[src/rtl/apdec_pkg.sv]
package apdec_pkg;

    localparam int ADDR_W        = 32;
    localparam int SEL_W         = 3;
    localparam int RANK_FIELD_W  = 4;
    localparam int SIZE_CODE_W   = 3;
    localparam int MIN_RANK_LOG2 = 19;
    localparam int MAX_SIZE_CODE = 5;
    localparam int RANK_OFF_W    = MIN_RANK_LOG2 + MAX_SIZE_CODE;
    localparam int SD_SPAN_LOG2  = 26;
    localparam int SD_OFF_W      = SD_SPAN_LOG2 + 1;

    localparam logic [ADDR_W-1:0] MMIO_RESET_BASE = 32'hEFE0_0000;
    localparam logic [ADDR_W:0]   MMIO_SPAN       = 33'h0_0020_0000;
    localparam logic [ADDR_W:0]   SD_MAX_SPAN     = 33'h0_0400_0000;

    typedef enum logic [SEL_W-1:0] {
        CFG_SD_START = 3'd0,
        CFG_SD_END   = 3'd1,
        CFG_IO_START = 3'd2,
        CFG_RANKS    = 3'd3
    } cfg_sel_e;

    typedef struct packed {
        logic [ADDR_W-1:0] base;
        logic [ADDR_W:0]   span;
    } window_t;

    typedef struct packed {
        logic sdram;
        logic mmio;
        logic pci;
        logic miss;
    } ap_flags_t;

    // Byte size of one rank from its enable bit and size code.
    function automatic logic [SD_OFF_W-1:0] rank_bytes(input logic en,
                                                       input logic [SIZE_CODE_W-1:0] code);
        logic [SD_OFF_W-1:0] one;
        int unsigned         c;
        one = SD_OFF_W'(1);
        c   = (int'(code) > MAX_SIZE_CODE) ? MAX_SIZE_CODE : int'(code);
        if (!en) return '0;
        return one << (MIN_RANK_LOG2 + c);
    endfunction

    // SDRAM span: zero when the end does not lie above the start, capped at 64 MB.
    function automatic logic [ADDR_W:0] sd_span(input logic [ADDR_W-1:0] start,
                                                input logic [ADDR_W-1:0] stop);
        logic [ADDR_W:0] d;
        if (stop <= start) return '0;
        d = {1'b0, stop} - {1'b0, start};
        return (d > SD_MAX_SPAN) ? SD_MAX_SPAN : d;
    endfunction

endpackage

[src/rtl/apdec_regs.sv]
module apdec_regs
    import apdec_pkg::*;
#(
    parameter int NUM_RANKS = 4,
    localparam int RCFG_W   = RANK_FIELD_W * NUM_RANKS
) (
    input  logic              clk,
    input  logic              rst,
    input  logic              we,
    input  logic [SEL_W-1:0]  sel,
    input  logic [ADDR_W-1:0] wdata,
    output logic [ADDR_W-1:0] sd_start,
    output logic [ADDR_W-1:0] sd_end,
    output logic [ADDR_W-1:0] io_start,
    output logic [RCFG_W-1:0] rank_cfg
);

    always_ff @(posedge clk) begin
        if (rst) begin
            sd_start <= '0;
            sd_end   <= '0;
            io_start <= MMIO_RESET_BASE;
            rank_cfg <= '0;
        end else if (we) begin
            case (cfg_sel_e'(sel))
                CFG_SD_START: sd_start <= wdata;
                CFG_SD_END:   sd_end   <= wdata;
                CFG_IO_START: io_start <= wdata;
                CFG_RANKS:    rank_cfg <= wdata[RCFG_W-1:0];
                default: ;
            endcase
        end
    end

    p_io_reset_r1: assert property (@(posedge clk) disable iff (rst)
        $fell(rst) |-> (io_start == MMIO_RESET_BASE && sd_end == '0 && rank_cfg == '0));

    p_write_lands_r8: assert property (@(posedge clk) disable iff (rst)
        (we && sel == CFG_IO_START) |=> (io_start == $past(wdata)));

    p_bad_sel_r8: assert property (@(posedge clk) disable iff (rst)
        (we && sel > CFG_RANKS) |=> $stable({sd_start, sd_end, io_start, rank_cfg}));

endmodule

[src/rtl/apdec_window.sv]
module apdec_window
    import apdec_pkg::*;
(
    input  logic [ADDR_W-1:0] addr,
    input  window_t           win,
    output logic              hit
);

    logic [ADDR_W:0] diff;

    // A borrow into the top bit means the address lies below the base.
    always_comb begin
        diff = {1'b0, addr} - {1'b0, win.base};
        hit  = !diff[ADDR_W] && (diff < win.span);
    end

endmodule

[src/rtl/apdec_rank_map.sv]
module apdec_rank_map
    import apdec_pkg::*;
#(
    parameter int NUM_RANKS = 4,
    localparam int RCFG_W   = RANK_FIELD_W * NUM_RANKS,
    localparam int BND_W    = SD_OFF_W + $clog2(NUM_RANKS + 1)
) (
    input  logic [SD_OFF_W-1:0]   off,
    input  logic [RCFG_W-1:0]     rank_cfg,
    output logic [NUM_RANKS-1:0]  cs,
    output logic [RANK_OFF_W-1:0] rank_off
);

    logic [NUM_RANKS:0][BND_W-1:0] bound;
    logic [BND_W-1:0]              off_x;

    assign bound[0] = '0;
    assign off_x    = BND_W'(off);

    for (genvar r = 0; r < NUM_RANKS; r++) begin : g_rank
        logic                   en;
        logic [SIZE_CODE_W-1:0] code;
        assign en   = rank_cfg[RANK_FIELD_W*r + RANK_FIELD_W - 1];
        assign code = rank_cfg[RANK_FIELD_W*r +: SIZE_CODE_W];
        assign bound[r+1] = bound[r] + BND_W'(rank_bytes(en, code));
        assign cs[r] = en && (off_x >= bound[r]) && (off_x < bound[r+1]);
    end

    always_comb begin
        rank_off = '0;
        for (int r = 0; r < NUM_RANKS; r++) begin
            if (cs[r]) rank_off = RANK_OFF_W'(off_x - bound[r]);
        end
    end

endmodule

[src/rtl/aperture_decoder.sv]
module aperture_decoder
    import apdec_pkg::*;
#(
    parameter int NUM_RANKS = 4,
    localparam int RCFG_W   = RANK_FIELD_W * NUM_RANKS
) (
    input  logic                  clk,
    input  logic                  rst,
    input  logic                  cfg_we,
    input  logic [SEL_W-1:0]      cfg_sel,
    input  logic [ADDR_W-1:0]     cfg_wdata,
    input  logic [ADDR_W-1:0]     addr_in,
    output logic                  sel_sdram,
    output logic                  sel_mmio,
    output logic                  sel_pci,
    output logic [NUM_RANKS-1:0]  rank_cs,
    output logic [RANK_OFF_W-1:0] rank_offset,
    output logic                  rank_miss
);

    logic [ADDR_W-1:0]     sd_start, sd_end, io_start;
    logic [RCFG_W-1:0]     rank_cfg;
    window_t               sd_win, io_win;
    logic                  sd_hit, io_hit;
    logic [SD_OFF_W-1:0]   sd_off;
    logic [NUM_RANKS-1:0]  cs_raw;
    logic [RANK_OFF_W-1:0] roff_raw;
    ap_flags_t             flags_n, flags_q;
    logic [NUM_RANKS-1:0]  cs_n;
    logic [RANK_OFF_W-1:0] roff_n;

    apdec_regs #(.NUM_RANKS(NUM_RANKS)) u_regs (
        .clk      (clk),
        .rst      (rst),
        .we       (cfg_we),
        .sel      (cfg_sel),
        .wdata    (cfg_wdata),
        .sd_start (sd_start),
        .sd_end   (sd_end),
        .io_start (io_start),
        .rank_cfg (rank_cfg)
    );

    always_comb begin
        sd_win.base = sd_start;
        sd_win.span = sd_span(sd_start, sd_end);
        io_win.base = io_start;
        io_win.span = MMIO_SPAN;
    end

    apdec_window u_sd_win (.addr(addr_in), .win(sd_win), .hit(sd_hit));
    apdec_window u_io_win (.addr(addr_in), .win(io_win), .hit(io_hit));

    assign sd_off = SD_OFF_W'(addr_in - sd_start);

    apdec_rank_map #(.NUM_RANKS(NUM_RANKS)) u_ranks (
        .off      (sd_off),
        .rank_cfg (rank_cfg),
        .cs       (cs_raw),
        .rank_off (roff_raw)
    );

    // Fixed priority: I/O first, then SDRAM, then the PCI catch-all.
    always_comb begin
        flags_n.mmio  = io_hit;
        flags_n.sdram = sd_hit && !io_hit;
        flags_n.pci   = !sd_hit && !io_hit;
        flags_n.miss  = flags_n.sdram && (cs_raw == '0);
        cs_n          = flags_n.sdram ? cs_raw : '0;
        roff_n        = flags_n.sdram ? roff_raw : '0;
    end

    always_ff @(posedge clk) begin
        if (rst) begin
            flags_q     <= '{sdram: 1'b0, mmio: 1'b0, pci: 1'b1, miss: 1'b0};
            rank_cs     <= '0;
            rank_offset <= '0;
        end else begin
            flags_q     <= flags_n;
            rank_cs     <= cs_n;
            rank_offset <= roff_n;
        end
    end

    assign sel_sdram = flags_q.sdram;
    assign sel_mmio  = flags_q.mmio;
    assign sel_pci   = flags_q.pci;
    assign rank_miss = flags_q.miss;

    p_one_region_r2: assert property (@(posedge clk) disable iff (rst)
        $countones({sel_sdram, sel_mmio, sel_pci}) == 1);

    p_io_latency_r2: assert property (@(posedge clk) disable iff (rst)
        io_hit |=> sel_mmio);

    p_io_wins_r5: assert property (@(posedge clk) disable iff (rst)
        (io_hit && sd_hit) |=> (sel_mmio && !sel_sdram));

    p_cs_onehot_r10: assert property (@(posedge clk) disable iff (rst)
        $onehot0(rank_cs));

    p_miss_clean_r11: assert property (@(posedge clk) disable iff (rst)
        rank_miss |-> (sel_sdram && rank_cs == '0 && rank_offset == '0));

    p_idle_rank_r12: assert property (@(posedge clk) disable iff (rst)
        !sel_sdram |-> (rank_cs == '0 && rank_offset == '0 && !rank_miss));

endmodule

[config.mk]
export PLATFORM = sky130hd
export DESIGN_NAME = aperture_decoder
export DESIGN_NICKNAME = d
export VERILOG_FILES = /design/src/rtl/apdec_pkg.sv /design/src/rtl/apdec_regs.sv /design/src/rtl/apdec_window.sv /design/src/rtl/apdec_rank_map.sv /design/src/rtl/aperture_decoder.sv
export SDC_FILE = /design/constraint.sdc
export NUM_CORES = 1
export LEC_CHECK = 0
export BUFFER_PORTS_ARGS = -buffer_cell sky130_fd_sc_hd__clkbuf_2
export CAP_MARGIN = 20
export CORE_ASPECT_RATIO = 2
export CORE_UTILIZATION = 25
export DETAILED_ROUTE_END_ITERATION = 10
export HOLD_SLACK_MARGIN = 0.15
export SYNTH_ARGS = -nofsm -noshare
export SYNTH_HDL_FRONTEND = slang
export SYNTH_SLANG_ARGS = --single-unit
[constraint.sdc]
create_clock -name clk -period 8.31 [get_ports clk]
set_input_delay 1.662 -clock clk [delete_from_list [all_inputs] [get_ports clk]]
set_output_delay 1.662 -clock clk [all_outputs]
set_load 0.005 [all_outputs]
==> results.yml, run 1 <==
status:
  status: "complete, no violations"
die:
  fp.dieH_um: 333
  pin_count: 102
  dieWidth_um: 168
  dieArea_sq_um: 55800
  core_sq_um: 54400
  rows: 121
  start_util_pct: 25.2
drt:
  drcViolationCount: 0
  vias_per_cell: 5.20
  wl_per_cell_um: 20.2
  vias: 13700
  drtAntennaViolNets: 0
  wl_um: 53100
  firstDrtPassIters: 5
  drt_iter0_drc: 728
yosys:
  yosysWarnings: 0
  synthSimpleGateAreaFrac_pct: 23.8
  ys_types: 85
  synth-compound-area-share_pct: 24.0
  synth-seq-cells: 144
  synth-edff-count: 0
  synthAdderAreaFrac_pct: 19.4
  synthTopCellsByArea: "dfxtp_1 (21%), ha_1 (19%), nand2_1 (8.9%)"
  netlist_area_sq_um: 13700
  syn_inst: 1834
  yosysSeqAreaShare_pct: 21.0
  synth_top_area_share_pct: 21.0
  synth.avg_cell_area_sq_um: 7.47
  synth_xor_area_share_pct: 5.88
  synthFlopType: "dfxtp_1"
  synth_top_area_cell: "dfxtp_1"
  synth_mux_area_share_pct: 0.685
  synth_top_family_by_area: "compound AO/OA/AOI/OAI gates"
  async_reset_ff_share_pct: 0
setup_path:
  cp_slowest_cell: "xor2_1"
  endpoint_kind: "register"
  cp.required_ps: 8680
  cp_cell_sequence: "clkbuf_2, ha_1, and3_1, a221o_1, or3_1, o21a_2, a211oi_1, o21bai_1, xor2_1, ha_1, o211ai_1, nand2_1, a41oi_1, a21oi_1, o41ai_1, nor2_1, o211ai_2, nand3_1, nand2_1, nor4bb_2"
  path_class: "input port to register"
  cp_data_arrival_time_ps: 7710
  startpoint_type: "input port"
  critPathMaxStageDelay_ps: 710
  cp_max_fo: 17
final_layout:
  layout_commonest_cell: "nand2_1"
  seqCellArea_sq_um: 2880
  layout_common_cells: "nand2_1 (325), a21oi_1 (231), ha_1 (204)"
  drive_gt1_share_pct: 9.65
  n_antenna_cell: 0
  final_cells: 2634
  nFillCells: 5740
  nets: 2224
  multi_input_area_sq_um: 10200
  area_growth_pct: 14.8
cts:
  path_clk_slew_ps: 60
  ctsHtreeMaxLevel: 4
  holdBufCountCts: 0
  clk_latency_ps: 460
  cts_tree: "yes"
  cts-buffers-inserted: 17
  cts_setup_buffers: 0
  root_buffer: "clkbuf_16"
  postCtsResizedCells: 0
  clock_path_buffers: 2
  clock-sinks: 144
pwr:
  p_per_area_nw_per_um2: 161
  p_leak_nw: 6.67
  ir_worst_vdd_uv: 147
place:
  dp_hpwl_um: 44000
  gp_congestion: 0.948
  io_buffer_count: 101
  place_inst: 2602
timing:
  maxSlewViolCount: 0
  finalHoldViolCount: 0
  max_slew.worst_pin.slew_ps: 1160
  max-slew-margin-rel_pct: 21.6
  finClkSkew_ps: 11.1
  rsz0062_at_grt: "false"
  tns_ps: 0
  hold_ws_ps: 454
  timing.fmax_mhz: 136
  fin_crit_sh_pct: 88.4
  setup_viol: 0
  period_needed_ps: 7350
global_route:
  grt_max_degree: 90
  grt_pass1_wl_um: 79800
  grt_util_all_layers_pct: 19.1
  grt_pass1_vias: 14200
  antenna_found_initial: 0
  grt.overflow.total: 0
min_path:
  hold_path_class: "register to register"
job:
  cap_violations: 0
==> path summary, 6_finish.rpt <==
path / start / to / slack [ps] / depth (start not counted)
max: addr_in[9] / rank_offset[4] / 960 / 20
min: u_regs.io_start[5] / u_regs.io_start[5] / 450 / 2
max reg2reg: u_regs.rank_cfg[3] / rank_offset[6] / 1160 / 26
min reg2reg: u_regs.io_start[5] / u_regs.io_start[5] / 450 / 2
==> worst max-delay path: cells and delay by family <==
family / cells / cell delay, ps
fa+ha+maj: 2 / 820
simple gates: 7 / 2070
compound gates: 9 / 2240
buf+inv: 1 / 160
xor+xnor: 1 / 710
==> cell type report <==
type,count,share of cell area [%]
clock buffers,19,2.88
flip-flops and latches,144,18.3
inverters,125,2.98
repair buffers,118,4.17
multi-input cells,1539,65.2
well taps,676,5.38
clock inverters,13,1.11
==> where the power goes <==
| group | total, mW | internal (mW) | switching, mW |
|---|---|---|---|
| sequential | 0.715 | 0.705 | 0.00982 |
| combinational | 0.960 | 0.365 | 0.595 |
| clock | 0.860 | 0.494 | 0.366 |
==> logic make-up after synthesis <==
family | Yosys count
and+or+nand+nor | 671
AOI/OAI and AO/OA | 523
adders and majority gates | 209
buffers and inverters | 184
DFF | 144
xor gates and xnor gates | 92
muxes | 9
other | 2
==> layer usage <==
layer / share of wire (%) / track usage, %
met1: 33 / 16.7
met3: 3.2 / 2.27
met5: 0 / 0
met4: 10 / 18.5
met2: 54 / 36.8
==> through the flow <==
stage	total power [mW]	setup WS (ps)	instance area, sq um	util, %
floorplan	1.38	2130	13800	-
global placement	1.64	514	15100	27.7
detailed placement	1.66	541	15100	27.8
CTS	2.52	991	15700	28.9
global route	2.67	602	15700	28.9
finish	2.53	963	15700	28.9
==> registers in the layout, summed over array words and instances (netlist names) <==
name             flops
u_regs.sd_end       32
u_regs.io_start     32
rank_cs              4
sel_mmio             1
rank_offset         24
rank_miss            1
u_regs.sd_start     32
sel_pci              1
u_regs.rank_cfg     16
sel_sdram            1
==> Yosys cell counts (all sizes together), types with 6 or more instances <==
library cell / n
a2111oi: 6
a211oi: 23
a21o: 47
a21oi: 232
a31oi: 18
and2: 7
and3: 16
and4bb: 9
buf: 10
clkbuf: 49
dfxtp: 144
ha: 204
inv: 125
mux2i: 6
nand2: 325
nand2b: 30
nand3: 39
nand4: 20
nor2: 94
nor2b: 32
nor3: 42
nor4: 10
o211ai: 26
o21a: 19
o21ai: 72
o21bai: 11
o22ai: 6
or2: 10
or3: 7
xnor2: 53
xor2: 39
No activity file was read; power rests on OpenSTA's default activity.
==> run 2: changes to the inputs <==
- ABC_AREA: unset -> 1
- CTS_BUF_LIST: unset -> sky130_fd_sc_hd__clkbuf_2
- SETUP_SLACK_MARGIN: unset -> 0.02
==> run 2 against run 1 <==
Net effect:
- synthesized area up 8.2%
- highest routed layer unchanged
- utilization down 0.46 points
- setup slack improved by 1400 ps
- largest cell class unchanged
- critical path type is now register to register
==> results.yml, run 2 <==
status:
  status: "complete, no violations"
die:
  dieWidth_um: 174
  pin_count: 102
  dieArea_sq_um: 60300
  core_sq_um: 58300
  rows: 125
  start_util_pct: 25.4
  fp.dieH_um: 346
timing:
  setup_viol: 0
  rsz0062_at_grt: "false"
  maxSlewViolCount: 0
  timing.fmax_mhz: 168
  tns_ps: 0
  max_slew.worst_pin.slew_ps: 1090
  final.setup.worst_slack_ps: 2350
  finalHoldViolCount: 0
  fin_crit_sh_pct: 71.7
  max-slew-margin-rel_pct: 27.0
  period_needed_ps: 5960
  finClkSkew_ps: 57.3
setup_path:
  endpoint_kind: "register"
  cp_slowest_cell: "nand3_2"
  ff2ff_setup_slack_ps: 2350
  crit_family: "simple AND/OR/NAND/NOR gates"
  path_class: "register to register"
  cp.required_ps: 9120
  startpoint_type: "register"
  critPathMaxStageDelay_ps: 660
  worstRegToRegCells: 29
  cp_max_fo: 30
  path_common_cell: "nand2_1"
  path_buf_inv: 2
  cp_data_arrival_time_ps: 6770
  reg2reg_to: "rank_offset[20]"
  reg2reg_from: "u_regs.sd_start[4]"
cts:
  cts-buffers-inserted: 17
  cts_tree: "yes"
  path_clk_slew_ps: 260
  clk_latency_ps: 890
  clock-sinks: 144
  root_buffer: "clkbuf_2"
  cts_setup_buffers: 0
  holdBufCountCts: 0
  ctsHtreeMaxLevel: 4
  clock_path_buffers: 2
  postCtsResizedCells: 0
global_route:
  antenna_found_initial: 1
  grt_pass1_wl_um: 94300
  grt_max_degree: 100
  grt_pass1_vias: 15600
  grt.overflow.total: 0
  grt_util_all_layers_pct: 21.6
drt:
  vias_per_cell: 4.82
  drcViolationCount: 0
  drt_iter0_drc: 762
  wl_per_cell_um: 20.0
  drtAntennaViolNets: 0
  wl_um: 64700
  firstDrtPassIters: 6
  vias: 15600
yosys:
  synthFlopType: "dfxtp_1"
  synth_top_area_share_pct: 19.4
  yosysSeqAreaShare_pct: 19.4
  synth_most_common_cell: "nand2_1"
  synthTopCellsByArea: "dfxtp_1 (19%), ha_1 (17%), nand2_1 (13%)"
  netlist_area_sq_um: 14800
  ys_types: 50
  synth_top_area_cell: "dfxtp_1"
  syn_inst: 2333
  async_reset_ff_share_pct: 0
  synth.avg_cell_area_sq_um: 6.35
  synth-edff-count: 0
  synth.top_cells.by_count: "nand2_1 (517), inv_1 (322), nor2_1 (257)"
  synth-seq-cells: 144
  yosysWarnings: 0
pwr:
  p_total_mw: 2.52
  p_leak_nw: 8.19
  ir_worst_vdd_uv: 93.5
  p_per_area_nw_per_um2: 152
place:
  place_inst: 3198
  dp_hpwl_um: 54100
  detailedPlace.worstSlack_ps: 1860
  gp_congestion: 1.06
  io_buffer_count: 101
job:
  cap_violations: 0
min_path:
  hp-start: "u_regs.io_start[1]"
  hold_end: "u_regs.io_start[1]"
  hold_path_class: "register to register"
  min_path_cells: 2
final_layout:
  layout_common_cells: "nand2_1 (517), inv_1 (321), nor2_1 (257)"
  area_growth_pct: 12.1
  top_regs: "u_regs.io_start x32, u_regs.sd_end x32, u_regs.sd_start x32"
  drive_gt1_share_pct: 8.70
  final_cells: 3234
  nFillCells: 6551
  nets: 2737
  layout_commonest_cell: "nand2_1"
[run 2: cell count changes in the layout (fill, tap and decap cells not counted), sizes merged, moves of 19 or more]
cell / change
nand2b: -30
nand2: +206
o21ai: +102
inv: +203
nand3: +87
nor2: +183
xnor2: -26
a21o: -27
a211oi: -19
nor2b: -32
[run 2: report_power, final]
| group | switching [mW] | total [mW] | internal [mW] |
|---|---|---|---|
| clock network | 0.329 | 0.485 | 0.156 |
| logic | 0.885 | 1.31 | 0.428 |
| registers | 0.00959 | 0.726 | 0.717 |
| total | 1.22 | 2.52 | 1.30 |
[run 2: cells by family (layout without fill, tap and decap cells)]
kind of cell               Yosys count  count (layout)  share of synthesized area (%)
AOI/OAI and AO/OA                  490             490                           18.1
buffers and inverters              367             472                           9.61
and+or+nand+nor                   1041            1041                           30.1
DFF                                144             144                           19.4
xor gates and xnor gates            80              80                           4.73
other                                2              36                         0.0507
adders and majority gates          209             209                           17.9
[run 2: worst register-to-register path: cells and delay by family, from the launching register on]
family                     cells  cell delay (ps)
and+or+nand+nor               21             3430
adders and majority gates      2              790
AOI/OAI and AO/OA              4              720
buffers and inverters          2              580
DFF                            1              370
[run 2: per-layer routing]
metal  global-route usage (%)  vias to the layer above  share of wire, %  wire [um]
met2                     41.3                      467                52      33800
met5                        0                        -                 0          0
met1                     18.5                     6989                33      21100
li1                         -                     7897                 -          -
met3                     3.05                      248               3.7       2380
met4                     21.2                        0                11       7370
[run 2: worst max-delay path by stage]
stage | cells after the start | slack [ps] | start | end
floorplan | 24 | 3140 | addr_in[0] | rank_offset[7]
global placement | 24 | 1930 | addr_in[0] | rank_offset[5]
detailed placement | 24 | 1860 | addr_in[0] | rank_offset[7]
CTS | 28 | 2440 | u_regs.rank_cfg[7] | rank_offset[7]
global route | 28 | 1740 | u_regs.sd_start[3] | rank_offset[14]
finish | 29 | 2350 | u_regs.sd_start[4] | rank_offset[20]
[run 2: cell type report]
class | count | area (sq um) | share of cell area [%]
well taps | 762 | 953 | 5.74
clock buffers | 17 | 85.1 | 0.512
diodes | 1 | 2.50 | 0.0151
flip-flops and latches | 144 | 2880 | 17.4
repair buffers | 116 | 618 | 3.72
inverters | 324 | 1220 | 7.32
multi-input cells | 1855 | 10700 | 64.2
clock inverters | 15 | 191 | 1.15
[run 2: metrics by stage]
stage / hold slack [ps] / util (%) / cell area, sq um
floorplan: 433 / - / 14900
global placement: 444 / 28.0 / 16300
detailed placement: 454 / 28.0 / 16300
CTS: 481 / 28.4 / 16600
global route: 501 / 28.5 / 16600
finish: 479 / 28.5 / 16600
==> run 3: changes to the inputs <==
- clock period: 8.31 -> 5.5 ns (I/O delays scaled with it)
==> run 3 against run 2 <==
Net effect:
- die area unchanged
- cell count increased by 2.0%
- first-iteration DRC count increased by 4.5%
- register-to-register slack got worse by 1900 ps
- critical path type unchanged
- critical endpoint is now rank_offset[17]
- largest power group unchanged
==> results.yml, run 3 (same netlist as run 2, synthesis figures left out) <==
min_path:
  min_path_cells: 2
  hold_path_class: "register to register"
  hold_end: "u_regs.io_start[18]"
  hp-start: "u_regs.io_start[18]"
global_route:
  antenna_found_initial: 2
  grt_pass1_vias: 15900
  grt_pass1_wl_um: 95200
  grt_max_degree: 65
  grt_util_all_layers_pct: 21.8
  grt.overflow.total: 0
setup_path:
  ff2ff_setup_slack_ps: 410
  cp_data_arrival_time_ps: 5850
  endpoint_kind: "register"
  path_class: "register to register"
  cp.required_ps: 6260
  worstRegToRegCells: 33
  path_common_cell: "nand2_1"
  reg2reg_from: "u_regs.rank_cfg[4]"
  cp_max_fo: 14
  reg2reg_to: "rank_offset[17]"
  cp_slowest_cell: "dfxtp_2"
  critPathMaxStageDelay_ps: 420
  startpoint_type: "register"
timing:
  max_slew.worst_pin.slew_ps: 1110
  setup_viol: 0
  finClkSkew_ps: 44.2
  rsz0062_at_grt: "false"
  tns_ps: 0
  period_needed_ps: 5090
  finalHoldViolCount: 0
  max-slew-margin-rel_pct: 25.7
  maxSlewViolCount: 0
  fin_crit_sh_pct: 92.5
  timing.fmax_mhz: 197
  final.setup.worst_slack_ps: 415
place:
  dp_hpwl_um: 55000
  detailedPlace.worstSlack_ps: 50.4
  gp_congestion: 1.04
  io_buffer_count: 101
final_layout:
  nets: 2802
  layout_commonest_cell: "nand2_1"
  top_regs: "u_regs.io_start x32, u_regs.sd_end x32, u_regs.sd_start x32"
  drive_gt1_share_pct: 11.6
  area_growth_pct: 16.3
  layout_common_cells: "nand2_1 (517), inv_1 (321), nor2_1 (257)"
cts:
  clock-sinks: 144
  clock_path_buffers: 2
  cts-buffers-inserted: 17
  ctsHtreeMaxLevel: 4
  cts_tree: "yes"
  holdBufCountCts: 0
  root_buffer: "clkbuf_2"
  clk_latency_ps: 870
  path_clk_slew_ps: 220
drt:
  drcViolationCount: 0
  wl_per_cell_um: 19.9
  vias_per_cell: 4.83
  vias: 15900
  drtAntennaViolNets: 0
  wl_um: 65600
  firstDrtPassIters: 5
  drt_iter0_drc: 796
pwr:
  ir_worst_vdd_uv: 131
  p_per_area_nw_per_um2: 229
  p_leak_nw: 8.54
status:
  status: "complete, no violations"
die:
  start_util_pct: 25.4
  dieWidth_um: 174
  fp.dieH_um: 346
  pin_count: 102
  dieArea_sq_um: 60300
  core_sq_um: 58300
  rows: 125
job:
  cap_violations: 0
==> run 3: what timing repair did <==
| item | CTS | global route |
|---|---|---|
| resized for setup | 0 | 20 |
| endpoints found under the setup margin | 1 | 30 |
| pin swaps | 1 | 2 |
| buffers inserted | 0 | 2 |
| gates cloned | 0 | 1 |
==> run 3: worst max-delay path by stage <==
stage | start | to | slack [ps] | cells after the start
3_3_place_gp | addr_in[6] | rank_offset[19] | 70 | 26
2_1_floorplan | u_regs.rank_cfg[3] | rank_offset[22] | 730 | 34
4_1_cts | u_regs.rank_cfg[4] | rank_offset[17] | 40 | 32
3_5_place_dp | addr_in[6] | rank_offset[21] | 50 | 26
6_report | u_regs.rank_cfg[4] | rank_offset[17] | 410 | 33
5_1_grt | u_regs.rank_cfg[3] | rank_offset[17] | 20 | 35
==> run 3: per-stage QoR <==
step                      area (sq um)  cells  utilization (%)  hold WS (ps)  power (mW)
after global routing             17200   3298             29.6           437        4.21
after floorplan                  14900   2366                -           433        2.44
after global placement           16800   3262             28.9           445        3.11
after detailed placement         16800   3262             28.9           451        3.11
after CTS                        17100   3293             29.3           431        3.87
final                            17200   3298             29.6           475        3.94
==> run 3: per-layer routing <==
layer | up-vias | wire length, um | GRT usage (%)
met1 | 7171 | 21800 | 19.4
met4 | 0 | 6960 | 19.8
li1 | 8031 | - | -
met2 | 482 | 34500 | 41.8
met3 | 240 | 2420 | 2.67
met5 | - | 0 | 0
==> run 3: worst max-delay path: cells and delay by family, from the launching register on <==
family	cells	cell delay (ps)
flip-flops	1	420
adder cells (fa/ha/maj)	4	1230
XOR/XNOR	3	500
AO/OA/AOI/OAI	8	1120
buffers and inverters	5	550
AND/OR/NAND/NOR	13	1190
==> run 3: final cells by class <==
type | count | area (sq um)
fill | 6554 | 41100
clock inverter | 12 | 183
inverter | 324 | 1220
antenna | 1 | 2.50
tap | 762 | 953
timing repair buffer | 180 | 1150
multi-input combinational | 1856 | 10800
sequential | 144 | 2880
clock buffer | 19 | 95.1
==> run 3: power breakdown <==
part	total (mW)	leakage [nW]	internal [mW]	switching [mW]
clock	0.755	0.158	0.304	0.450
combinational	2.09	7.22	0.723	1.37
sequential	1.10	1.17	1.08	0.0151
total	3.94	8.54	2.11	1.84
